File: config.mk
export PLATFORM = sky130hd
export DESIGN_NAME = irq_prio_ctrl
export DESIGN_NICKNAME = d
export VERILOG_FILES = /design/src/rtl/irq_prio_pkg.sv /design/src/rtl/irq_sync.sv /design/src/rtl/irq_src_slot.sv /design/src/rtl/irq_arbiter.sv /design/src/rtl/irq_prio_ctrl.sv
export SDC_FILE = /design/constraint.sdc
export NUM_CORES = 1
export LEC_CHECK = 0
export ABC_AREA = 1
export ABC_CLOCK_PERIOD_IN_PS = 5300
export BUFFER_PORTS_ARGS = -buffer_cell sky130_fd_sc_hd__buf_2
export CORE_UTILIZATION = 50
export DETAILED_ROUTE_END_ITERATION = 8
export PLACE_DENSITY_LB_ADDON = 0.1
export SYNTH_ARGS = -nofsm -noshare
export SYNTH_HDL_FRONTEND = slang
export SYNTH_HIERARCHICAL = 1
export SYNTH_SLANG_ARGS = --single-unit
File: constraint.sdc
create_clock -name clk_i -period 5.3 [get_ports clk_i]
set_input_delay 1.59 -clock clk_i [delete_from_list [all_inputs] [get_ports clk_i]]
set_output_delay 1.59 -clock clk_i [all_outputs]
set_load 0.01 [all_outputs]
File: src/rtl/irq_prio_pkg.sv
package irq_prio_pkg;
  typedef enum logic [2:0] {
    SEL_REQ  = 3'd0,
    SEL_LVL  = 3'd1,
    SEL_MODE = 3'd2,
    SEL_DIS  = 3'd3,
    SEL_IPL  = 3'd4
  } reg_sel_e;
endpackage

File: src/rtl/irq_sync.sv
module irq_sync #(
  parameter int W      = 4,
  parameter int STAGES = 2
) (
  input  logic         clk_i,
  input  logic         rst_ni,
  input  logic [W-1:0] d_i,
  output logic [W-1:0] q_o,
  output logic [W-1:0] rise_o
);
  logic [W-1:0] stg_q [STAGES];
  logic [W-1:0] prev_q;

  always_ff @(posedge clk_i or negedge rst_ni) begin
    if (!rst_ni) begin
      for (int s = 0; s < STAGES; s++) stg_q[s] <= '0;
      prev_q <= '0;
    end else begin
      stg_q[0] <= d_i;
      for (int s = 1; s < STAGES; s++) stg_q[s] <= stg_q[s-1];
      prev_q <= stg_q[STAGES-1];
    end
  end

  assign q_o    = stg_q[STAGES-1];
  assign rise_o = stg_q[STAGES-1] & ~prev_q;
endmodule

File: src/rtl/irq_src_slot.sv
module irq_src_slot #(
  parameter int LVL_W = 3
) (
  input  logic             clk_i,
  input  logic             rst_ni,
  input  logic             rise_i,
  input  logic             live_i,
  input  logic             req_we_i,
  input  logic             lvl_we_i,
  input  logic             mode_we_i,
  input  logic [LVL_W-1:0] wdata_i,
  input  logic [LVL_W-1:0] ipl_i,
  input  logic             dis_i,
  input  logic             take_i,
  output logic             pend_o,
  output logic [LVL_W-1:0] lvl_o,
  output logic             mode_o,
  output logic             qual_o
);
  logic             lat_q, mode_q;
  logic [LVL_W-1:0] lvl_q;
  logic             eff_req;

  // software write > new edge > accept clear
  always_ff @(posedge clk_i or negedge rst_ni) begin
    if (!rst_ni) begin
      lat_q  <= 1'b0;
      lvl_q  <= '0;
      mode_q <= 1'b0;
    end else begin
      if (req_we_i)    lat_q <= wdata_i[0];
      else if (rise_i) lat_q <= 1'b1;
      else if (take_i) lat_q <= 1'b0;
      if (lvl_we_i)  lvl_q  <= wdata_i;
      if (mode_we_i) mode_q <= wdata_i[0];
    end
  end

  assign eff_req = mode_q ? live_i : lat_q;
  assign qual_o  = !dis_i && eff_req && (lvl_q > ipl_i);
  assign pend_o  = lat_q;
  assign lvl_o   = lvl_q;
  assign mode_o  = mode_q;

  AST_CLEAR_ON_TAKE: assert property (@(posedge clk_i) disable iff (!rst_ni)
    take_i && !req_we_i && !rise_i |=> !lat_q);
  AST_LVL0_MASKS: assert property (@(posedge clk_i) disable iff (!rst_ni)
    (lvl_q == '0) |-> !take_i);
  AST_DIS_BLOCKS: assert property (@(posedge clk_i) disable iff (!rst_ni)
    dis_i |-> !take_i);
endmodule

File: src/rtl/irq_arbiter.sv
module irq_arbiter #(
  parameter int N     = 4,
  parameter int LVL_W = 3,
  localparam int IDX_W = (N > 1) ? $clog2(N) : 1
) (
  input  logic [N-1:0]            qual_i,
  input  logic [N-1:0][LVL_W-1:0] lvl_i,
  output logic [N-1:0]            grant_o,
  output logic                    any_o,
  output logic [IDX_W-1:0]        idx_o,
  output logic [LVL_W-1:0]        lvl_o
);
  always_comb begin
    any_o   = 1'b0;
    idx_o   = '0;
    lvl_o   = '0;
    grant_o = '0;
    // strict '>' keeps the lowest index on ties
    for (int i = 0; i < N; i++) begin
      if (qual_i[i] && (!any_o || lvl_i[i] > lvl_o)) begin
        any_o = 1'b1;
        idx_o = IDX_W'(i);
        lvl_o = lvl_i[i];
      end
    end
    if (any_o) grant_o[idx_o] = 1'b1;
  end

  always_comb begin
    AST_ONE_GRANT: assert ($onehot0(grant_o));
  end
endmodule

File: src/rtl/irq_prio_ctrl.sv
module irq_prio_ctrl
  import irq_prio_pkg::*;
#(
  parameter int N_SRC       = 4,
  parameter int LVL_W       = 3,
  parameter int SYNC_STAGES = 2,
  localparam int IDX_W = (N_SRC > 1) ? $clog2(N_SRC) : 1
) (
  input  logic             clk_i,
  input  logic             rst_ni,
  input  logic [N_SRC-1:0] irq_i,
  input  logic             reg_we_i,
  input  logic [2:0]       reg_sel_i,
  input  logic [IDX_W-1:0] reg_idx_i,
  input  logic [LVL_W-1:0] reg_wdata_i,
  input  logic [IDX_W-1:0] rd_idx_i,
  output logic [LVL_W-1:0] rd_level_o,
  output logic             rd_mode_o,
  output logic [N_SRC-1:0] pending_o,
  output logic             dis_o,
  output logic [LVL_W-1:0] ipl_o,
  output logic             accept_o,
  output logic [IDX_W-1:0] accept_idx_o
);
  logic [N_SRC-1:0]            live, rise, qual, grant, mode;
  logic [N_SRC-1:0][LVL_W-1:0] lvl;
  logic                        any_win;
  logic [IDX_W-1:0]            win_idx;
  logic [LVL_W-1:0]            win_lvl;
  logic                        dis_q, acc_q;
  logic [LVL_W-1:0]            ipl_q;
  logic [IDX_W-1:0]            idx_q;
  reg_sel_e                    sel;

  assign sel = reg_sel_e'(reg_sel_i);

  irq_sync #(.W(N_SRC), .STAGES(SYNC_STAGES)) u_sync (
    .clk_i, .rst_ni, .d_i(irq_i), .q_o(live), .rise_o(rise)
  );

  for (genvar i = 0; i < N_SRC; i++) begin : g_slot
    logic hit;
    assign hit = reg_we_i && (reg_idx_i == IDX_W'(i));
    irq_src_slot #(.LVL_W(LVL_W)) u_slot (
      .clk_i, .rst_ni,
      .rise_i   (rise[i]),
      .live_i   (live[i]),
      .req_we_i (hit && sel == SEL_REQ),
      .lvl_we_i (hit && sel == SEL_LVL),
      .mode_we_i(hit && sel == SEL_MODE),
      .wdata_i  (reg_wdata_i),
      .ipl_i    (ipl_q),
      .dis_i    (dis_q),
      .take_i   (grant[i]),
      .pend_o   (pending_o[i]),
      .lvl_o    (lvl[i]),
      .mode_o   (mode[i]),
      .qual_o   (qual[i])
    );
  end

  irq_arbiter #(.N(N_SRC), .LVL_W(LVL_W)) u_arb (
    .qual_i(qual), .lvl_i(lvl), .grant_o(grant),
    .any_o(any_win), .idx_o(win_idx), .lvl_o(win_lvl)
  );

  always_ff @(posedge clk_i or negedge rst_ni) begin
    if (!rst_ni) begin
      dis_q <= 1'b1;
      ipl_q <= '0;
      acc_q <= 1'b0;
      idx_q <= '0;
    end else begin
      if (reg_we_i && sel == SEL_DIS) dis_q <= reg_wdata_i[0];
      if (reg_we_i && sel == SEL_IPL) ipl_q <= reg_wdata_i;
      acc_q <= any_win;
      idx_q <= any_win ? win_idx : '0;
    end
  end

  assign dis_o        = dis_q;
  assign ipl_o        = ipl_q;
  assign accept_o     = acc_q;
  assign accept_idx_o = idx_q;
  assign rd_level_o   = lvl[rd_idx_i];
  assign rd_mode_o    = mode[rd_idx_i];

  AST_ACCEPT_NEEDS_ENABLE: assert property (@(posedge clk_i) disable iff (!rst_ni)
    acc_q |-> $past(!dis_q));
  AST_ACCEPT_ABOVE_IPL: assert property (@(posedge clk_i) disable iff (!rst_ni)
    any_win |-> (win_lvl > ipl_q));
  AST_IDX_ZERO_IDLE: assert property (@(posedge clk_i) disable iff (!rst_ni)
    !acc_q |-> (idx_q == '0));
endmodule

# ---- Word level (Yosys, flattened, before mapping)
# Cells that the tools add are included.
# Widths: inputs -> output; s select.
dict set report classes {
  magnitude_cmp 10
  eq_ne 7
  muxes 34
  n_bitwise 2
  reduce_logical 43
}
# operator count
set op_table {}
lappend op_table {{$logic_and 1x1->1} 30}
lappend op_table {{$mux 1} 23}
lappend op_table {{$gt 3x3->1} 7}
lappend op_table {{$mux 3} 4}
lappend op_table {{$reduce_bool 3->1} 4}
lappend op_table {{$bmux 3 s2} 1}
lappend op_table {{$eq 3x2->1 const B} 2}
lappend op_table {{$lt 2x3->1 const B} 2}
lappend op_table {{$mux 2} 3}
lappend op_table {{$and 4x4->4} 1}
lappend op_table {{$eq 2x2->1 const B} 2}
lappend op_table {{$logic_not 1->1} 4}
lappend op_table {{$mux 4} 1}
lappend op_table {{$not 4->4} 1}
lappend op_table {{$eq 3x1->1 const B} 1}
lappend op_table {{$eq 3x3->1 const B} 1}
lappend op_table {{$logic_not 3->1} 1}
lappend op_table {{$logic_or 1x1->1} 3}
lappend op_table {{$bmux 1 s2} 1}
lappend op_table {{$demux 1 s2} 1}
lappend op_table {{$eq 2x1->1 const B} 1}
lappend op_table {{$ge 2x1->1 const B} 1}
lappend op_table {{$logic_not 2->1} 1}
dict set report totals {
  ff_bits 39
  out_inout_bits 15
}

# ---- Depth between registers and ports, before layout
# Gate-level depths: netlist (run 1).
dict set report logic_depth {
  word_depth 24
  depth_mapped 38
  depth_no_buf 38
}

# ---- Cells and area by module
# The synthesis (run 1) kept the hierarchy.
# mod instances cells_per_inst area_each_um2
set by_module_without_submodules {}
lappend by_module_without_submodules {irq_src_slot 4 36 299.0}
lappend by_module_without_submodules {irq_prio_ctrl 1 102 578.1}
lappend by_module_without_submodules {irq_arbiter 1 82 442.9}
lappend by_module_without_submodules {irq_sync 1 24 370.4}

# ---- Worst setup path before layout (run 1)
# No wires, ideal clock.
dict set report synth_timing {
  path_kind {reg2reg}
  start {register ipl_q[2] (netlist: ipl_o[2])}
  end {register g_slot[0].u_slot.lat_q}
  t_arrival_ns 4.134
  required_time_ns 5.170
  slack_ns 1.036
  path_stages_with_launch 37
  cell_sequence {dfrtp_1 -> inv_1 -> ha_1 -> nand2_1 -> nor2_1 -> nor2_1 -> nor2_1 -> nand2_1 -> ha_1 -> a21oi_1 -> nand2_1 -> nand2_1 -> nand2_1 -> nand2_1 -> nand2_1 -> nand2_1 -> inv_1 -> ha_1 -> a21oi_1 -> o21ai_0 -> nand2_1 -> nand2_1 -> nand2_4 -> clkinv_2 -> nand2_1 -> nand2_1 -> ha_1 -> a21oi_1 -> o21ai_0 -> nand2_1 -> o21ai_1 -> nand2_2 -> nand2_1 -> nor3b_1 -> inv_1 -> nand2_1 -> a22oi_1}
}
dict set report synth_via {
  elab_chain_cells 21
}
# element line_no
set synth_lines {}
lappend synth_lines {{start, declared} irq_prio_ctrl.sv:31} ;# logic [LVL_W-1:0] ipl_q;
lappend synth_lines {{start signal, assigned} irq_prio_ctrl.sv:75} ;# if (reg_we_i && sel == SEL_IPL) ipl_q <= reg_wdata_i;
lappend synth_lines {{$gt 3x3->1 (*)} irq_src_slot.sv:40} ;# assign qual_o = !dis_i && eff_req && (lvl_q > ipl_i);
lappend synth_lines {{$logic_and 1x1->1 (*)} irq_src_slot.sv:40}
lappend synth_lines {{net qual[0]} irq_prio_ctrl.sv:25} ;# logic [N_SRC-1:0] live, rise, qual, grant, mode;
lappend synth_lines {{$mux 3 / $mux 1 (equally long branches)} irq_arbiter.sv:20} ;# if (qual_i[i] && (!any_o || lvl_i[i] > lvl_o)) begin
lappend synth_lines {{$gt 3x3->1 / $logic_not 1->1 (equally long branches)} irq_arbiter.sv:20}
lappend synth_lines {{$logic_or 1x1->1} irq_arbiter.sv:20}
lappend synth_lines {{$logic_and 1x1->1} irq_arbiter.sv:20}
lappend synth_lines {{$mux 3 / $mux 1 (equally long branches)} irq_arbiter.sv:20}
lappend synth_lines {{[8 not listed]} n/a}
lappend synth_lines {{net win_idx[1]} irq_prio_ctrl.sv:28} ;# logic [IDX_W-1:0] win_idx;
lappend synth_lines {{$lt 2x3->1 (not written as such) / $ge 2x1->1 (equally long branches)} irq_arbiter.sv:26} ;# if (any_o) grant_o[idx_o] = 1'b1;
lappend synth_lines {{$logic_and 1x1->1 (not written as such)} irq_arbiter.sv:26}
lappend synth_lines {{$mux 1 (not written as such)} irq_arbiter.sv:26}
lappend synth_lines {{$demux 1 s2 (*)} n/a}
lappend synth_lines {{$mux 4 (*)} irq_arbiter.sv:26}
lappend synth_lines {{net grant[0]} irq_prio_ctrl.sv:25}
lappend synth_lines {{$reduce_bool 3->1 (no source line) (*)} n/a}
lappend synth_lines {{end signal, assigned} irq_src_slot.sv:31} ;# if (req_we_i) lat_q <= wdata_i[0];
lappend synth_lines {{end, declared} irq_src_slot.sv:20} ;# logic lat_q, mode_q;
# The timed path passes the listed nets; every way through them passes the cells marked *.
# A chain may end at the register's enable or synchronous reset.

# ---- Worst setup path in the final report (run 1)
# Same ends and word-level chain as after synthesis.

==> flow_summary.yaml, run 1 <==
floorplan:
  floorplan.initialDensity_pct: 52.94
  die_w_um: 73.42
  floorplan.io_pins: 32
  die_h_um: 73.42
  fp.coreArea_um2: 4817
  num_rows: 25
  fp.dieArea_um2: 5390
global_routing:
  grt_max_degree: 40
  via_count_of_the_first_global_routing_pass: 1971
  antenna_found_initial: 0
  groute.usage.overall_pct: 23.78
  grt_remaining_overflow: 0
  grt_pass1_wl_mm: 9.480
power:
  power_frac_clock_pct: 25.1
  switching_power_w: 0.0004200
  worst_ir_drop_vdd_mv: 0.2552
  power.share.sequential_pct: 36.4
  p_per_area_nw_per_um2: 400.5
  static-leakage-power_nw: 1.671
  swShare_pct: 36.33
  comb_power_share_pct: 38.4
  power.internal_w: 0.0007360
timing:
  holdWs_ps: 352.9
  timing.clock.skew_ps: 4.826
  worst_slew_margin_rel_pct: 41.07
  finalSetupTns_ps: 0
  timing.final.max_slew_violations: 0
  post-route-period-util_pct: 88.80
  setup_viol: 0
  max_freq_mhz: 212.5
  period_minus_slack_ps: 4707
  worst_slew_pin_slew_ps: 884.0
  hold_viol_final: 0
critical_path:
  critical_path.startpoint_type: "flip-flop"
  startpoint: "ipl_o[2]"
  worstReg2RegStart: "ipl_o[2]"
  timing.critical_path.to: "g_slot[0].u_slot/pend_o"
  criticalPathCategory: "reg -> reg"
  required_ps: 5460
  rrSetupSlack_ps: 590
  path_common_cell: "sky130_fd_sc_hd__nand2_1"
  critPathMaxFanout: 7
  crit_slowest_cell: "sky130_fd_sc_hd__dfrtp_1"
  worst-endpoint-arrival_ps: 4870
  worstSetupEndpointType: "flip-flop"
  r2r_cells: 36
  r2r-end: "g_slot[0].u_slot/pend_o"
  timing.critical_path.slowest_cell_delay_ps: 460
place:
  numPortBuffers: 31
  dpl.hpwl_mm: 4.283
  finalWeightedCongestion: 0.8648
layout:
  area_growth_pct: 13.20
  drive_gt1_share_pct: 17.24
  insertedDiodeCount: 0
  seqCellArea_um2: 977.2
  fillers: 477
  area_of_combinational_cells_with_multiple_inputs_um2: 1242
  nNetsFinal: 414
logic_synthesis:
  syn_area_um2: 2550
  syn-num-nets: 381
  synth_warnings: 6
  syn-instance-count: 343
  synth.avg_cell_area_um2: 7.434
clocking:
  postCtsSetupRepairBufs: 0
  cts_buffers: 5
  clk_transition_reported_paths_ps: 80
  cts.htree.levels: 2
  tritoncts: "built"
  cts.sink_count: 39
  clock_insertion_delay_worst_skew_ps: 280
  cts.repair.resized: 0
  cts-root-buf: "sky130_fd_sc_hd__clkbuf_8"
  cts.hold.buffers_added: 0
  cts_max_path_buffers: 2
worst_hold_path:
  worstHoldPathType: "reg -> reg"
run:
  drv.max_cap_violation_count: 0
detailed_routing:
  via_count: 2132
  routed_wire_length_per_instance_um: 12.63
  drt.antenna.violating_nets: 0
  drt-total-wl_mm: 5.608
  initial_drc_count: 182
  drtPass1Iterations: 4
  vias_per_cell: 4.802
  route.detailed.drc: 0
run_status:
  outcome: "finished, final reports clean"
[how the worst min path moves through the flow]
stage                          from             to  cells after the start  slack (ps)
floorplan           u_sync/stg_q[4]  u_sync/q_o[0]                      0         330
global placement    u_sync/stg_q[4]  u_sync/q_o[0]                      0         330
detailed placement  u_sync/stg_q[7]  u_sync/q_o[3]                      0         330
CTS                 u_sync/stg_q[7]  u_sync/q_o[3]                      0         350
global route        u_sync/stg_q[7]  u_sync/q_o[3]                      0         360
finish              u_sync/stg_q[7]  u_sync/q_o[3]                      0         350
[state kept, by name (all words and copies together) (netlist names)]
name                  cells
ipl_o                     3
accept_o                  1
u_sync/prev_q             4
g_slot.u_slot/mode_o      4
accept_idx_o              2
dis_o                     1
g_slot.u_slot/lvl_o      12
g_slot.u_slot/pend_o      4
u_sync/stg_q              4
u_sync/q_o                4
[power by group through the flow]
stage | Combinational, W | Sequential (W) | Clock (W)
floorplan | 0.000313 | 0.000422 | 0
global placement | 0.000431 | 0.000427 | 0
detailed placement | 0.000441 | 0.000428 | 0
CTS | 0.000443 | 0.000422 | 0.000295
global route | 0.000520 | 0.000432 | 0.000305
finish | 0.000444 | 0.000421 | 0.000290
[metal layers]
metal	up-vias	wire (um)	track usage, %
met3	8	225	4.390
met1	965	2736	32.51
li1	1111	-	-
met4	0	74	7.265
met2	48	2571	38.48
met5	-	0	0
[metrics by stage]
step / total power [W] / instance area (um^2) / util [%] / instances / setup slack [ps]
2_1_floorplan: 0.0007346 / 2550 / - / 343 / 1098
3_3_place_gp: 0.0008579 / 2751 / 57.12 / 436 / 824.0
3_5_place_dp: 0.0008691 / 2751 / 57.12 / 436 / 604.8
4_1_cts: 0.001160 / 2884 / 59.87 / 444 / 591.2
5_1_grt: 0.001257 / 2887 / 59.92 / 444 / -9.661
6_report: 0.001156 / 2887 / 59.92 / 444 / 593.4
[placed cells by master, fill, tap and decap left out, types with 2 or more instances in the layout]
cell                        instances
sky130_fd_sc_hd__o21ai_1            5
sky130_fd_sc_hd__a22oi_1            4
sky130_fd_sc_hd__bufinv_16          2
sky130_fd_sc_hd__nor2_1            28
sky130_fd_sc_hd__buf_2             31
sky130_fd_sc_hd__ha_1              21
sky130_fd_sc_hd__inv_2              3
sky130_fd_sc_hd__inv_1             73
sky130_fd_sc_hd__mux2_4             8
sky130_fd_sc_hd__nand2_2            3
sky130_fd_sc_hd__nor2_2             5
sky130_fd_sc_hd__clkbuf_8           5
sky130_fd_sc_hd__nand3_1           36
sky130_fd_sc_hd__nand2_1           94
sky130_fd_sc_hd__nor2_4             2
sky130_fd_sc_hd__a21oi_1            3
sky130_fd_sc_hd__clkinv_2           2
sky130_fd_sc_hd__o21ai_0            7
sky130_fd_sc_hd__dfrtp_1           38
[area by class of cell]
type | instances | area share, %
Clock buffer | 6 | 2.514
Clock inverter | 2 | 2.081
Inverter | 78 | 10.23
Multi-Input combinational cell | 221 | 43.04
Sequential cell | 39 | 33.85
Tap cell | 67 | 2.904
Timing Repair Buffer | 31 | 5.375
[critical path, delay by kind of cell, from the launching register on]
family                     cells  cell delay (ps)
and+or+nand+nor               21             1880
adders and majority gates      4             1250
DFF                            1              460
buffers and inverters          4              260
AOI/OAI and AO/OA              7              740
Power figures use the tool's default switching activity.
==> run 2: changes to the inputs <==
Settings changed: ABC_AREA 1 to not set, ABC_CLOCK_PERIOD_IN_PS 5300 to 4500.
Clock period 5.3 ns to 4.5 ns, I/O delays scaled along.
==> run 2 against run 1 <==
The flow now finishes with violations (DRC, setup timing). First-iteration DRC count shrank 46%. Sequential power grew 15%. Global-route usage grew 0.42 points. Combinational power grew 80%.
==> flow_summary.yaml, run 2 <==
timing:
  period_minus_slack_ps: 4710
  post-route-period-util_pct: 104.7
  rsz_0062_raised_after_global_routing: "true"
  final_worst_setup_slack_ps: -210.1
  timing.final.max_slew_violations: 0
  hold_viol_final: 0
  worst_slew_margin_rel_pct: 41.42
  worst_slew_pin_slew_ps: 878.7
  timing.clock.skew_ps: 2.782
  finalSetupTns_ps: -660.2
  setup_viol: 5
  max_freq_mhz: 212.3
global_routing:
  grt_pass1_wl_mm: 9.039
  grt_max_degree: 40
  via_count_of_the_first_global_routing_pass: 1876
  grt_remaining_overflow: 0
  globalRouteMet1Util_pct: 32.67
  grt.met2_usage_pct: 39.37
  antenna_found_initial: 0
  grt.busiest_layer: "met2"
  grt.met3_usage_pct: 5.051
  groute.usage.overall_pct: 24.20
layout:
  layout_common_cells: "sky130_fd_sc_hd__dfrtp_1, sky130_fd_sc_hd__buf_2, sky130_fd_sc_hd__buf_4"
  drive_gt1_share_pct: 43.12
  final_design_area_no_fill_um2: 2988
  nNetsFinal: 313
  area_growth_pct: 27.29
  layout_commonest_cell: "sky130_fd_sc_hd__dfrtp_1"
  stdcell_count: 328
  insertedDiodeCount: 0
  fillers: 349
  largest_register_ff_count: 12
floorplan:
  die_w_um: 70.52
  floorplan.io_pins: 32
  num_rows: 24
  die_h_um: 70.52
  fp.coreArea_um2: 4444
  fp.dieArea_um2: 4972
  floorplan.initialDensity_pct: 52.82
critical_path:
  critPathMaxFanout: 5
  r2r_cells: 25
  worst-endpoint-arrival_ps: 4880
  criticalPathCategory: "reg -> reg"
  required_ps: 4670
  critical_path.startpoint_type: "flip-flop"
  worstSetupEndpointType: "flip-flop"
logic_synthesis:
  syn-instance-count: 215
  syn_area_um2: 2347
  synth.avg_cell_area_um2: 10.92
  synth_warnings: 6
  syn-num-nets: 253
detailed_routing:
  initial_drc_count: 99
  via_count: 1775
  drt.antenna.violating_nets: 0
  routed_wire_length_per_instance_um: 16.34
  route.detailed.drc: 4
  drt-total-wl_mm: 5.361
  drtPass1Iterations: 6
  vias_per_cell: 5.412
run_status:
  outcome: "complete, but fails checks"
  failed_checks: "DRC, setup timing"
worst_hold_path:
  worstHoldPathType: "reg -> reg"
  worstHoldPathCells: 0
place:
  place_ws_ps: -340.6
  finalWeightedCongestion: 0.8914
  dp_cells: 315
  postPlaceCellArea_um2: 2761
  numPortBuffers: 31
  dpl.hpwl_mm: 3.958
clocking:
  cts.hold.buffers_added: 0
  clock_insertion_delay_worst_skew_ps: 290
  cts-root-buf: "sky130_fd_sc_hd__clkbuf_8"
  cts_max_path_buffers: 2
  cts_buffers: 5
  cts.sink_count: 39
  tritoncts: "built"
  clk_transition_reported_paths_ps: 70
  cts.htree.levels: 2
run:
  drv.max_cap_violation_count: 0
power:
  p_per_area_nw_per_um2: 505.3
  p_total_w: 0.001510
  static-leakage-power_nw: 1.414
  worst_ir_drop_vdd_mv: 0.2286
-- run 2: cell count changes in the layout (fill, tap and decap cells not counted), moves of 6 or more --
| cell | delta |
|---|---|
| sky130_fd_sc_hd__mux2_4 | -8 |
| sky130_fd_sc_hd__nor2_1 | -15 |
| sky130_fd_sc_hd__nand3_1 | -35 |
| sky130_fd_sc_hd__inv_1 | -51 |
| sky130_fd_sc_hd__buf_4 | +27 |
| sky130_fd_sc_hd__nand2_1 | -83 |
| sky130_fd_sc_hd__a21oi_2 | +6 |
| sky130_fd_sc_hd__mux2_1 | +12 |
-- run 2: repair_timing --
| action | 4_1_cts | 5_1_grt |
|---|---|---|
| endpoints found under the setup margin | 6 | 6 |
| cloned | 0 | 0 |
| buffers inserted | 4 | 1 |
| pin swaps | 11 | 6 |
| gates resized for setup | 10 | 15 |
-- run 2: per-layer routing --
layer	share of wire [%]	vias up
li1	-	867
met1	48	859
met2	47	40
met3	3.5	9
met4	1.8	0
met5	0	-
-- run 2: final cells by class --
cell class	count	area (um^2)	share of cell area, %
inverters	27	103.9	3.476
multi-input cells	143	1386	46.40
clock buffers	6	72.57	2.429
well taps	52	65.06	2.178
clock inverters	2	12.51	0.4188
repair buffers	59	369.1	12.35
flip-flops and latches	39	978.4	32.75
-- run 2: worst max-delay path: stages (launching register included) --
cell and delay [ps]:
sky130_fd_sc_hd__dfrtp_1 390, sky130_fd_sc_hd__ha_1 310, sky130_fd_sc_hd__a311o_1 360, sky130_fd_sc_hd__a21oi_4 220
sky130_fd_sc_hd__nand2_2 110, sky130_fd_sc_hd__ha_4 270, sky130_fd_sc_hd__and3b_2 190, sky130_fd_sc_hd__o21ai_4 60
sky130_fd_sc_hd__or2_4 250, sky130_fd_sc_hd__a32oi_2 210, sky130_fd_sc_hd__ha_1 300, sky130_fd_sc_hd__a21oi_2 180
sky130_fd_sc_hd__a21oi_4 80, sky130_fd_sc_hd__o21ai_4 200, sky130_fd_sc_hd__nor2_1 60, sky130_fd_sc_hd__a21o_1 190
sky130_fd_sc_hd__ha_4 250, sky130_fd_sc_hd__a21oi_2 130, sky130_fd_sc_hd__a32oi_1 70, sky130_fd_sc_hd__o21ai_2 140
sky130_fd_sc_hd__and2_4 160, sky130_fd_sc_hd__inv_2 30, sky130_fd_sc_hd__nor3b_2 160, sky130_fd_sc_hd__inv_1 70
sky130_fd_sc_hd__a21oi_2 110, sky130_fd_sc_hd__o21ai_1 60
-- run 2: final timing paths --
kind | start | endpoint | slack (ps)
worst max-delay path | g_slot[0].u_slot/lvl_o[2] | g_slot[0].u_slot/pend_o | -210
worst min-delay path | u_sync/stg_q[6] | u_sync/q_o[2] | 350
worst max register to register | g_slot[0].u_slot/lvl_o[2] | g_slot[0].u_slot/pend_o | -210
worst min register to register | u_sync/stg_q[6] | u_sync/q_o[2] | 350
max in group asynchronous | rst_ni | ipl_o[0] | 2730
min in group asynchronous | rst_ni | g_slot[1].u_slot/lvl_o[0] | 1180
-- run 2: where the power goes --
part | leakage [nW] | switching [W] | internal, W
logic | 0.907 | 0.000401 | 0.000399
registers | 0.466 | 0.0000578 | 0.000425
clock network | 0.0412 | 0.000119 | 0.000108
total | 1.41 | 0.000578 | 0.000932
-- run 2: stage by stage --
stage / hold slack [ps] / utilization, %
floorplan: 331.2 / -
global placement: 332.6 / 62.13
detailed placement: 336.3 / 62.13
CTS: 353.4 / 65.57
global route: 355.6 / 67.23
finish: 351.2 / 67.23
